===== src/rtl/qfs_pkg.sv =====
package qfs_pkg;
  typedef enum logic {POL_POS = 1'b0, POL_NEG = 1'b1} pol_e;

  // Index for a given phase: low bits mirrored in odd quarters.
  function automatic logic [7:0] fold_of(input logic [9:0] phase, input int idx_w);
    logic [7:0] low;
    low = phase[7:0] & ((8'd1 << idx_w) - 8'd1);
    if (phase[idx_w]) low = ~low & ((8'd1 << idx_w) - 8'd1);
    return low;
  endfunction
endpackage


===== src/rtl/qfs_phase_ctr.sv =====
module qfs_phase_ctr #(
  parameter int CNT_W = 6
) (
  input  logic             clk,
  input  logic             rst_n,
  input  logic             en,
  output logic [CNT_W-1:0] phase_o,
  output logic             wrap_o
);
  localparam logic [CNT_W-1:0] LAST = {CNT_W{1'b1}};

  logic [CNT_W-1:0] phase_q, phase_d;
  logic             wrap_q, wrap_d;

  always_comb begin
    phase_d = phase_q;
    wrap_d  = 1'b0;
    if (en) begin
      phase_d = phase_q + 1'b1;
      wrap_d  = (phase_q == LAST);
    end
  end

  always_ff @(posedge clk or negedge rst_n) begin
    if (!rst_n) begin
      phase_q <= '0;
      wrap_q  <= 1'b0;
    end else begin
      phase_q <= phase_d;
      wrap_q  <= wrap_d;
    end
  end

  assign phase_o = phase_q;
  assign wrap_o  = wrap_q;
endmodule


===== src/rtl/qfs_fold.sv =====
module qfs_fold
  import qfs_pkg::*;
#(
  parameter int IDX_W = 4
) (
  input  logic [IDX_W+1:0] phase_i,
  output logic [IDX_W-1:0] idx_o,
  output pol_e             pol_o
);
  assign idx_o = phase_i[IDX_W-1:0] ^ {IDX_W{phase_i[IDX_W]}};
  assign pol_o = pol_e'(phase_i[IDX_W+1]);
endmodule


===== src/rtl/qfs_tap_out.sv =====
module qfs_tap_out #(
  parameter int IDX_W      = 4,
  parameter bit ONEHOT_OUT = 1'b1,
  localparam int TAPS      = 1 << IDX_W,
  localparam int SEL_W     = ONEHOT_OUT ? TAPS : IDX_W
) (
  input  logic [IDX_W-1:0] idx_i,
  output logic [SEL_W-1:0] sel_o
);
  generate
    if (ONEHOT_OUT) begin : g_onehot
      for (genvar t = 0; t < TAPS; t++) begin : g_tap
        assign sel_o[t] = (idx_i == IDX_W'(t));
      end
    end else begin : g_binary
      assign sel_o = idx_i;
    end
  endgenerate
endmodule


===== src/rtl/quad_fold_seq.sv =====
module quad_fold_seq
  import qfs_pkg::*;
#(
  parameter int IDX_W      = 4,
  parameter bit ONEHOT_OUT = 1'b1
) (
  input  logic clk,
  input  logic rst_n,
  input  logic step_en,
  output logic [(ONEHOT_OUT ? (1 << IDX_W) : IDX_W)-1:0] tap_sel,
  output logic negate,
  output logic cycle_start
);
  localparam int CNT_W = IDX_W + 2;

  logic [CNT_W-1:0] phase;
  logic [IDX_W-1:0] idx;
  pol_e             pol;

  qfs_phase_ctr #(.CNT_W(CNT_W)) u_ctr (
    .clk     (clk),
    .rst_n   (rst_n),
    .en      (step_en),
    .phase_o (phase),
    .wrap_o  (cycle_start)
  );

  qfs_fold #(.IDX_W(IDX_W)) u_fold (
    .phase_i (phase),
    .idx_o   (idx),
    .pol_o   (pol)
  );

  qfs_tap_out #(.IDX_W(IDX_W), .ONEHOT_OUT(ONEHOT_OUT)) u_out (
    .idx_i (idx),
    .sel_o (tap_sel)
  );

  assign negate = (pol == POL_NEG);
endmodule


===== config.mk =====
export PLATFORM = sky130hd
export DESIGN_NAME = quad_fold_seq
export DESIGN_NICKNAME = d
export VERILOG_FILES = /design/src/rtl/qfs_pkg.sv /design/src/rtl/qfs_phase_ctr.sv /design/src/rtl/qfs_fold.sv /design/src/rtl/qfs_tap_out.sv /design/src/rtl/quad_fold_seq.sv
export SDC_FILE = /design/constraint.sdc
export NUM_CORES = 1
export LEC_CHECK = 0
export BUFFER_PORTS_ARGS = -buffer_cell sky130_fd_sc_hd__buf_2
export CORE_AREA = 2 2 39 41
export DETAILED_ROUTE_END_ITERATION = 6
export DIE_AREA = 0 0 41 43
export PLACE_DENSITY_LB_ADDON = 0.08
export SLEW_MARGIN = 20
export SYNTH_ARGS = -nofsm -noshare
export SYNTH_HDL_FRONTEND = slang
export SYNTH_SLANG_ARGS = --single-unit
export TNS_END_PERCENT = 20

===== constraint.sdc =====
create_clock -name clk -period 1.8 [get_ports clk]
set_input_delay 0.27 -clock clk [delete_from_list [all_inputs] [get_ports clk]]
set_output_delay 0.27 -clock clk [all_outputs]
set_load 0.01 [all_outputs]

==> impl_metrics.py, run 1 <==
metrics = {
    "power_and_ir_drop": {
        "totalPowerFinal_uw": 1290,
        "power_switching_uw": 587,
        "cell_internal_pwr_uw": 707,
        "power.combinational.fraction_pct": 62.5,
        "clockPowerShare_pct": 10.7,
        "switching_share_pct": 45.4,
        "ir_worst_vdd_v": 0.000890,
        "power_density_nw_per_um2": 1930,
        "power_leakage_uw": 0.000326,
        "share_of_power_burned_in_registers_pct": 26.8,
    },
    "global_routing": {
        "antenna_found_initial": 0,
        "groute.usage.overall_pct": 14.0,
        "gr-total-overflow": 0,
        "maximum_number_of_pins_on_one_net_before_global_route_repair": 17,
        "grt_pass1_wl_um": 1660,
        "first_global_vias": 389,
    },
    "routing": {
        "dr.pass1.iters": 4,
        "dr_total_vias": 447,
        "vias_per_cell": 4.76,
        "met1_length_um": 432,
        "finalWirelength_um": 976,
        "routed-wl-met2_um": 492,
        "top_layer_used": "met4",
        "drtAntennaViolNets": 0,
        "routed_length_per_placed_instance_um": 10.4,
        "met3_layer_wire_length_in_the_routed_design_um": 44,
        "1st_iter_drt_viols": 5,
        "drc_errors": 0,
    },
    "setup_path": {
        "setup.worst_path.end_class": "output port",
        "setup.reg_to_reg.worst_slack_ns": 0.69,
        "worstReg2RegStart": "u_ctr.phase_o[1]",
        "cp.arrival_ns": 1.38,
        "critical_path_required_ns": 1.53,
        "worst_r2r_dst": "u_ctr.phase_o[1]",
        "critPathLaunchType": "register",
        "crit_path_max_incr_delay_ns": 0.42,
        "worstRegToRegCells": 2,
        "critical_path_peak_fanout": 6,
        "crit_slowest_cell": "sky130_fd_sc_hd__dfrtp_1",
        "path_class": "register to output port",
        "cp_cell_sequence": "and2_2 > a22oi_1 > nor2b_1 > buf_2",
    },
    "yosys": {
        "ys_types": 17,
        "syn_area_um2": 510,
        "synth_top_area_cell": "sky130_fd_sc_hd__dfrtp_1",
        "yosysWarnings": 0,
        "synth.yosys.seq_area_share_pct": 34.3,
        "ys_top_cells_by_area": "sky130_fd_sc_hd__dfrtp_1 (34%), sky130_fd_sc_hd__a22oi_1 (12%), sky130_fd_sc_hd__nor2b_1 (11%)",
        "fraction_of_post_synthesis_cell_area_in_the_top_cell_type_by_area_pct": 34.3,
        "number_of_storage_elements_in_the_synthesis_netlist": 7,
        "total_nets_after_synthesis": 60,
        "synthCells": 55,
        "average_footprint_of_a_synthesized_cell_um2": 9.28,
    },
    "clock_tree": {
        "cts.sink_count": 7,
        "clock_tree.buffer_depth": 2,
        "clock_latency_ns": 0.24,
        "htree_levels": 1,
        "root_buffer": "sky130_fd_sc_hd__clkbuf_4",
        "cts_tree": "done",
        "numCtsBuffers": 3,
        "postCtsSetupRepairBufs": 0,
        "clk_pin_slew_ns": 0.05,
    },
    "outcome": {
        "result_of_the_run": "finished, final reports clean",
    },
    "timing": {
        "layout_min_cycle_time_ns": 1.65,
        "slew-limit-headroom_pct": 83.2,
        "worst_pin_slew_ns": 0.251,
        "fin_worst_skew_ns": 0.000372,
        "finalSetupTns_ns": 0,
        "number_of_max_slew_violations_in_the_final_report": 0,
        "timing.final.crit_share_pct": 91.5,
        "fmax_ghz": 0.607,
        "rsz_0062_raised_after_global_routing": "false",
        "worst_slack_ns": 0.152,
        "hold_slack_ns": 0.310,
        "hold_viol": 0,
        "setup-violations-final": 0,
    },
    "place": {
        "place.port_buffers": 20,
        "dp_worst_setup_slack_ns": 0.242,
        "place.gp.congestion": 0.727,
        "post-dp-hpwl_um": 746,
    },
    "flow_run": {
        "cap_viol_max_count": 0,
    },
    "floorplanning": {
        "core_outline_area_um2": 1380,
        "die_width_um": 41,
        "die_y_um": 43,
        "fp-row-count": 14,
        "boundaryPins": 21,
        "effective_utilization_at_floorplan_pct": 36.9,
        "die-area_um2": 1760,
    },
    "worst_hold_path": {
        "min_delay_path_depth": 2,
        "worst_hold_path_type": "input pin to register",
        "holdCritStartpoint": "step_en",
        "holdPathEnd": "u_ctr.phase_o[0]",
    },
    "cells_and_area": {
        "post_route_cells_drive_above_1_share_pct": 39.7,
        "num-nets-final": 84,
        "antenna-diode-count": 0,
        "commonest_cells_after_routing_fill_and_taps_aside": "sky130_fd_sc_hd__buf_2 (20), sky130_fd_sc_hd__nor2_1 (11), sky130_fd_sc_hd__a22oi_1 (8), sky130_fd_sc_hd__nor2b_1 (8), sky130_fd_sc_hd__dfrtp_1 (5)",
        "most_common_cell_after_layout_fill_and_taps_aside": "sky130_fd_sc_hd__buf_2",
        "flow.area_growth_from_synthesis_pct": 31.4,
    },
}
-- state kept, by name, summed over array words and instances (netlist names) --
signal         cells
u_ctr.phase_o      6
u_ctr.wrap_o       1
-- area by class of cell --
class / instances / area [um2]
Fill cell: 137 / 713
Multi-Input combinational cell: 46 / 337
Sequential cell: 7 / 178
Timing Repair Buffer: 21 / 110
Clock buffer: 4 / 26.3
Tap cell: 16 / 20.0
-- cells by family (layout without fill, tap and decap cells) --
group	after synthesis	after routing	synth area share, %
compound gates	8	8	11.8
mux	1	1	2.21
buf+inv	2	25	2.94
fa+ha+maj	2	2	4.90
simple gates	30	30	33.8
xor+xnor	5	5	10.1
flops	7	7	34.3
-- routing by layer --
layer	GRT usage (%)	up-vias
met2	21.3	11
met4	10.0	0
met3	1.57	2
li1	-	234
met1	17.4	200
met5	0	-
-- critical path: cells and delay by family, from the launching register on --
family | cells | cell delay (ns)
simple gates | 2 | 0.34
compound gates | 1 | 0.23
buf+inv | 1 | 0.14
flops | 1 | 0.42
-- Yosys cell counts (all sizes together) --
cell type / n
a22oi: 8
and2: 2
and2b: 3
buf: 1
clkbuf: 1
dfrtp: 7
ha: 2
mux2: 1
nand2: 2
nand3: 1
nand4: 2
nor2: 11
nor2b: 9
xnor2: 4
xor2: 1
-- per-stage QoR --
step	std cells	utilization [%]	area (um2)
after floorplan	55	-	510
after global placement	89	44.5	616
after detailed placement	89	44.5	616
after CTS	94	47.3	654
after global routing	94	48.5	671
final	94	48.5	671
-- what timing repair did --
item,in CTS,in global routing
gates resized for setup,1,5
hold buffers,1,0
endpoints found under the setup margin,8,9
endpoints found under the hold margin,7,0
-- power groups by stage --
stage | combinational, uW | clock, uW | sequential (uW)
after floorplan | 586 | 0 | 314
after global routing | 919 | 154 | 370
after CTS | 773 | 148 | 333
after detailed placement | 758 | 0 | 335
after global placement | 756 | 0 | 330
final | 808 | 139 | 347
-- how the worst max path moves through the flow --
stage	from	endpoint	slack (ns)
6_report	u_ctr.phase_o[2]	tap_sel[15]	0.15
5_1_grt	u_ctr.phase_o[0]	tap_sel[12]	0.01
4_1_cts	u_ctr.phase_o[4]	tap_sel[14]	0.04
3_5_place_dp	u_ctr.phase_o[4]	tap_sel[14]	0.24
3_3_place_gp	u_ctr.phase_o[4]	tap_sel[8]	0.28
2_1_floorplan	u_ctr.phase_o[4]	tap_sel[10]	0.26
Power figures use the tool's default switching activity.
==> run 2, diff against run 1 <==
CELL_PAD_IN_SITES_DETAIL_PLACEMENT = 2   (was default)
CELL_PAD_IN_SITES_GLOBAL_PLACEMENT = 2   (was default)
CORE_AREA = default   (was 2 2 39 41)
CORE_MARGIN = 2   (was default)
CORE_UTILIZATION = 25   (was default)
DIE_AREA = default   (was 0 0 41 43)
==> run 2 against run 1 <==
Clock-buffer cell count stayed put. Worst hold slack improved by 0.012 ns. Via count rose by 8.7%. Global-route usage down 2.4 points. Worst setup slack lost 0.038 ns. Utilization decreased by 13 points. Flip-flop and latch count is the same. Combinational power grew 2.6%. Register-to-register slack lost 0.02 ns. Critical path depth stayed put. Sequential share of layout area shrank 0.53 points.
==> impl_metrics.py, run 2 (same netlist as run 1, synthesis figures left out) <==
metrics = {
    "power_and_ir_drop": {
        "power.combinational.fraction_pct": 62.8,
        "share_of_power_burned_in_registers_pct": 26.7,
        "clockPowerShare_pct": 10.5,
        "ir_worst_vdd_v": 0.000654,
        "cell_internal_pwr_uw": 708,
        "switching_share_pct": 46.4,
        "power_switching_uw": 612,
        "power_leakage_uw": 0.000326,
        "power_density_nw_per_um2": 1930,
    },
    "cells_and_area": {
        "final.fill_count": 250,
        "regArea_um2": 178,
        "antenna-diode-count": 0,
        "post_route_cells_drive_above_1_share_pct": 39.7,
        "commonest_cells_after_routing_fill_and_taps_aside": "sky130_fd_sc_hd__buf_2 (20), sky130_fd_sc_hd__nor2_1 (11), sky130_fd_sc_hd__a22oi_1 (8), sky130_fd_sc_hd__nor2b_1 (8), sky130_fd_sc_hd__dfrtp_1 (5)",
        "layout.cells.non_filler": 105,
        "final_cell_area_um2": 684,
        "area_occupied_by_multi_input_gates_um2": 337,
        "most_common_cell_after_layout_fill_and_taps_aside": "sky130_fd_sc_hd__buf_2",
        "flip_flop_count_of_the_largest_register_after_layout": 6,
        "flow.area_growth_from_synthesis_pct": 34.1,
        "num-nets-final": 84,
    },
    "place": {
        "detailed_place.area_um2": 629,
        "placedCellCount": 100,
        "post-dp-hpwl_um": 1050,
        "place.port_buffers": 20,
        "dp_worst_setup_slack_ns": 0.190,
        "place.gp.congestion": 0.658,
    },
    "setup_path": {
        "timing.critical_path.from": "u_ctr.phase_o[0]",
        "cp.arrival_ns": 1.42,
        "critPathLaunchType": "register",
        "crit_slowest_cell": "sky130_fd_sc_hd__dfrtp_1",
        "critical_path_depth": 4,
        "crit_family": "flip-flops",
        "cp_num_buf_inv": 1,
        "worstRegToRegCells": 2,
        "critical_path_peak_fanout": 6,
        "critical_path_required_ns": 1.53,
        "worstReg2RegStart": "u_ctr.phase_o[1]",
        "crit_path_max_incr_delay_ns": 0.43,
        "worst_r2r_dst": "u_ctr.phase_o[1]",
        "cp_cell_sequence": "nor2_1 > a22oi_1 > nor2b_1 > buf_2",
        "setup.reg_to_reg.worst_slack_ns": 0.67,
        "path_class": "register to output port",
        "crit_path_end": "tap_sel[10]",
        "setup.worst_path.end_class": "output port",
    },
    "routing": {
        "dr.pass1.iters": 4,
        "dr_total_vias": 486,
        "routed_length_per_placed_instance_um": 12.4,
        "drc_errors": 0,
        "vias_per_cell": 4.63,
        "drtAntennaViolNets": 0,
        "finalWirelength_um": 1300,
        "1st_iter_drt_viols": 7,
    },
    "floorplanning": {
        "die_y_um": 49.2,
        "die_width_um": 49.2,
        "fp-row-count": 16,
        "boundaryPins": 21,
        "effective_utilization_at_floorplan_pct": 26.3,
        "die-area_um2": 2420,
        "core_outline_area_um2": 1940,
    },
    "global_routing": {
        "antenna_found_initial": 0,
        "groute.usage.overall_pct": 11.7,
        "grt_pass1_wl_um": 2170,
        "maximum_number_of_pins_on_one_net_before_global_route_repair": 17,
        "first_global_vias": 485,
        "gr-total-overflow": 0,
    },
    "timing": {
        "slew-limit-headroom_pct": 80.1,
        "hold_viol": 0,
        "worst_pin_slew_ns": 0.297,
        "setup-violations-final": 0,
        "worst_slack_ns": 0.115,
        "fin_worst_skew_ns": 0.00254,
        "rsz_0062_raised_after_global_routing": "true",
        "finalSetupTns_ns": 0,
        "timing.final.crit_share_pct": 93.6,
        "layout_min_cycle_time_ns": 1.69,
        "number_of_max_slew_violations_in_the_final_report": 0,
        "fmax_ghz": 0.593,
    },
    "flow_run": {
        "cap_viol_max_count": 0,
    },
    "clock_tree": {
        "clk_pin_slew_ns": 0.05,
        "clock_latency_ns": 0.25,
        "htree_levels": 1,
        "numCtsBuffers": 3,
        "root_buffer": "sky130_fd_sc_hd__clkbuf_4",
        "clock_tree.buffer_depth": 2,
        "cts.sink_count": 7,
        "cts_tree": "done",
    },
    "worst_hold_path": {
        "worst_hold_path_type": "input pin to register",
    },
    "outcome": {
        "result_of_the_run": "finished, final reports clean",
    },
}
==> run 2: per-layer routing <==
layer	wire length (um)	GRT usage (%)	up-vias
li1	-	-	233
met1	542	11.9	236
met2	687	22.3	13
met3	47	2.15	4
met4	22	5.71	0
met5	0	0	-
==> run 2: worst register-to-register path: stages, from the launching register on <==
cell	delay, ns
sky130_fd_sc_hd__dfrtp_2	0.47
sky130_fd_sc_hd__ha_1	0.29
sky130_fd_sc_hd__mux2_2	0.26
==> run 2: power by group through the flow <==
stage,sequential (uW),clock [uW],combinational (uW)
6_report,352,138,829
5_1_grt,371,158,946
3_5_place_dp,337,0,796
2_1_floorplan,314,0,586
3_3_place_gp,332,0,783
4_1_cts,336,145,808
==> run 2: what timing repair did <==
action                     4_1_cts  5_1_grt
hold endpoints to repair         7        0
hold buffers                     1        0
buffers inserted                 0        0
pin swaps                        0        0
gates resized for setup          1        5
setup endpoints to repair        8       13
==> run 2: layout make-up <==
type                            count  share of cell area [%]
Sequential cell                     7                    26.0
Timing Repair Buffer               21                    16.1
Clock buffer                        4                    3.84
Multi-Input combinational cell     46                    49.2
Tap cell                           27                    4.94
==> run 2: worst min-delay path by stage <==
stage | startpoint | endpoint | slack (ns) | cells past startpoint
after global placement | rst_n | u_ctr.phase_o[0] | 0.11 | 1
after CTS | step_en | u_ctr.phase_o[0] | 0.32 | 2
after global routing | step_en | u_ctr.phase_o[0] | 0.34 | 2
final | step_en | u_ctr.phase_o[0] | 0.32 | 2
after floorplan | rst_n | u_ctr.phase_o[0] | -0.03 | 0
after detailed placement | rst_n | u_ctr.phase_o[2] | 0.11 | 1
==> run 2: per-stage QoR <==
step / utilization (%) / total power [uW] / hold slack [ns]
3_3_place_gp: 32.4 / 1110 / 0.112
6_report: 35.2 / 1320 / 0.322
5_1_grt: 35.2 / 1470 / 0.338
4_1_cts: 34.4 / 1290 / 0.316
3_5_place_dp: 32.4 / 1130 / 0.111
2_1_floorplan: - / 901 / -0.0256
==> run 3, diff against run 2 <==
CORE_UTILIZATION = 27   (was 25)
CTS_BUF_LIST = sky130_fd_sc_hd__clkbuf_8   (was default)
==> run 3 against run 2 <==
Highest routed layer unchanged. Cell area increased by 2.6%. Worst hold slack improved by 0.025 ns. Sequential power about the same. Wire length decreased by 1.1%. Utilization increased by 5.0 points. Largest cell class unchanged. Critical path type unchanged.
==> impl_metrics.py, run 3 (same netlist as run 1, synthesis figures left out) <==
metrics = {
    "outcome": {
        "result_of_the_run": "finished, final reports clean",
    },
    "clock_tree": {
        "clock_latency_ns": 0.22,
        "cts_tree": "done",
        "clk_pin_slew_ns": 0.04,
        "htree_levels": 1,
        "cts.sink_count": 7,
        "clock_tree.buffer_depth": 2,
        "numCtsBuffers": 3,
        "root_buffer": "sky130_fd_sc_hd__clkbuf_8",
        "postCtsSetupRepairBufs": 0,
    },
    "global_routing": {
        "gr-total-overflow": 0,
        "busiest_layer": "met2",
        "maximum_number_of_pins_on_one_net_before_global_route_repair": 17,
        "groute.layer.met3.usage_pct": 2.26,
        "first_global_vias": 438,
        "antenna_found_initial": 0,
        "grt_util_met2_pct": 22.2,
        "grt_pass1_wl_um": 1990,
        "globalRouteMet1Util_pct": 15.3,
        "groute.usage.overall_pct": 13.2,
    },
    "place": {
        "post-dp-hpwl_um": 1050,
        "place.gp.congestion": 0.631,
        "place.port_buffers": 20,
        "dp_worst_setup_slack_ns": 0.225,
    },
    "cells_and_area": {
        "flow.area_growth_from_synthesis_pct": 37.5,
        "post_route_cells_drive_above_1_share_pct": 38.5,
        "flip_flop_count_of_the_largest_register_after_layout": 6,
        "most_common_cell_after_layout_fill_and_taps_aside": "sky130_fd_sc_hd__buf_2",
        "num-nets-final": 84,
        "commonest_cells_after_routing_fill_and_taps_aside": "sky130_fd_sc_hd__buf_2 (20), sky130_fd_sc_hd__nor2_1 (11), sky130_fd_sc_hd__nor2b_1 (9)",
        "antenna-diode-count": 0,
        "final_util_pct": 40.2,
    },
    "worst_hold_path": {
        "worst_hold_path_type": "input pin to register",
        "holdCritStartpoint": "step_en",
    },
    "floorplanning": {
        "die_width_um": 47.5,
        "die_y_um": 47.5,
        "boundaryPins": 21,
        "core_outline_area_um2": 1750,
        "die-area_um2": 2250,
        "fp-row-count": 15,
        "effective_utilization_at_floorplan_pct": 29.2,
    },
    "flow_run": {
        "cap_viol_max_count": 0,
    },
    "setup_path": {
        "critical_path_required_ns": 1.53,
        "timing.critical_path.from": "u_ctr.phase_o[1]",
        "worstReg2RegStart": "u_ctr.phase_o[1]",
        "crit_path_max_incr_delay_ns": 0.47,
        "cp_cell_sequence": "and2b_1 > a22oi_1 > nor2b_1 > buf_2",
        "setup.worst_path.end_class": "output port",
        "crit_slowest_cell": "sky130_fd_sc_hd__dfrtp_1",
        "path_class": "register to output port",
        "cp.arrival_ns": 1.40,
        "critPathLaunchType": "register",
        "critical_path_peak_fanout": 8,
    },
    "routing": {
        "drtAntennaViolNets": 0,
        "finalWirelength_um": 1290,
        "dr.pass1.iters": 2,
        "drc_errors": 0,
        "vias_per_cell": 4.67,
        "routed_length_per_placed_instance_um": 12.5,
        "1st_iter_drt_viols": 1,
        "dr_total_vias": 481,
    },
    "timing": {
        "hold_viol": 0,
        "rsz_0062_raised_after_global_routing": "true",
        "layout_min_cycle_time_ns": 1.67,
        "hold_slack_ns": 0.347,
        "worst_pin_slew_ns": 0.291,
        "fmax_ghz": 0.599,
        "slew-limit-headroom_pct": 80.5,
        "setup-violations-final": 0,
        "worst_slack_ns": 0.131,
        "timing.final.crit_share_pct": 92.7,
        "fin_worst_skew_ns": 0.000477,
        "number_of_max_slew_violations_in_the_final_report": 0,
    },
    "power_and_ir_drop": {
        "power_leakage_uw": 0.000338,
        "power_density_nw_per_um2": 1990,
        "ir_worst_vdd_v": 0.000711,
        "totalPowerFinal_uw": 1400,
    },
}
[run 3: cell types whose count changed in the layout (fill, tap and decap cells not counted), sizes merged]
cell    change
clkbuf      -1
inv         +1
[run 3: timing repair]
action	in CTS	in global routing
gates resized for setup	1	4
pin swaps	0	0
hold buffers	1	0
endpoints found under the setup margin	8	6
hold endpoints to repair	7	0
[run 3: per-layer routing]
metal  part of all wire [%]  wire length [um]
met4                    1.5                19
met1                     45               573
met2                     46               586
met3                    8.2               106
met5                      0                 0
[run 3: critical path: cells and delay by family, from the launching register on]
kind,cells,cell delay (ns)
AND/OR/NAND/NOR,2,0.32
AO/OA/AOI/OAI,1,0.25
flip-flops,1,0.47
buffers and inverters,1,0.14
[run 3: metrics by stage]
step           instance area [um2]  TNS [ns]  std cells
2_1_floorplan                  510         0         55
3_3_place_gp                   627         0         98
3_5_place_dp                   627         0         98
4_1_cts                        684         0        103
5_1_grt                        702   -0.0294        103
6_report                       702         0        103
[run 3: cell type report]
cell class,instances,area [um2]
clock buffers,3,41.3
clock inverters,1,3.75
fillers,211,1040
multi-input cells,46,339
flip-flops and latches,7,176
well taps,25,31.3
repair buffers,21,110
[run 3: power by group]
part	switching [uW]	total (uW)	internal [uW]
logic	445	839	394
clock network	61.1	208	147
registers	121	349	228
total	627	1400	769
[run 3: path summary, 6_finish.rpt]
| check | depth (start not counted) | end | slack (ns) |
|---|---|---|---|
| worst max-delay path | 4 | tap_sel[14] | 0.13 |
| worst min-delay path | 2 | u_ctr.phase_o[0] | 0.35 |
| worst max register to register | 3 | u_ctr.phase_o[4] | 0.64 |
| worst min register to register | 1 | u_ctr.phase_o[5] | 0.53 |
| max in group asynchronous | 2 | u_ctr.phase_o[4] | 1.22 |
| min in group asynchronous | 2 | u_ctr.phase_o[3] | 0.41 |
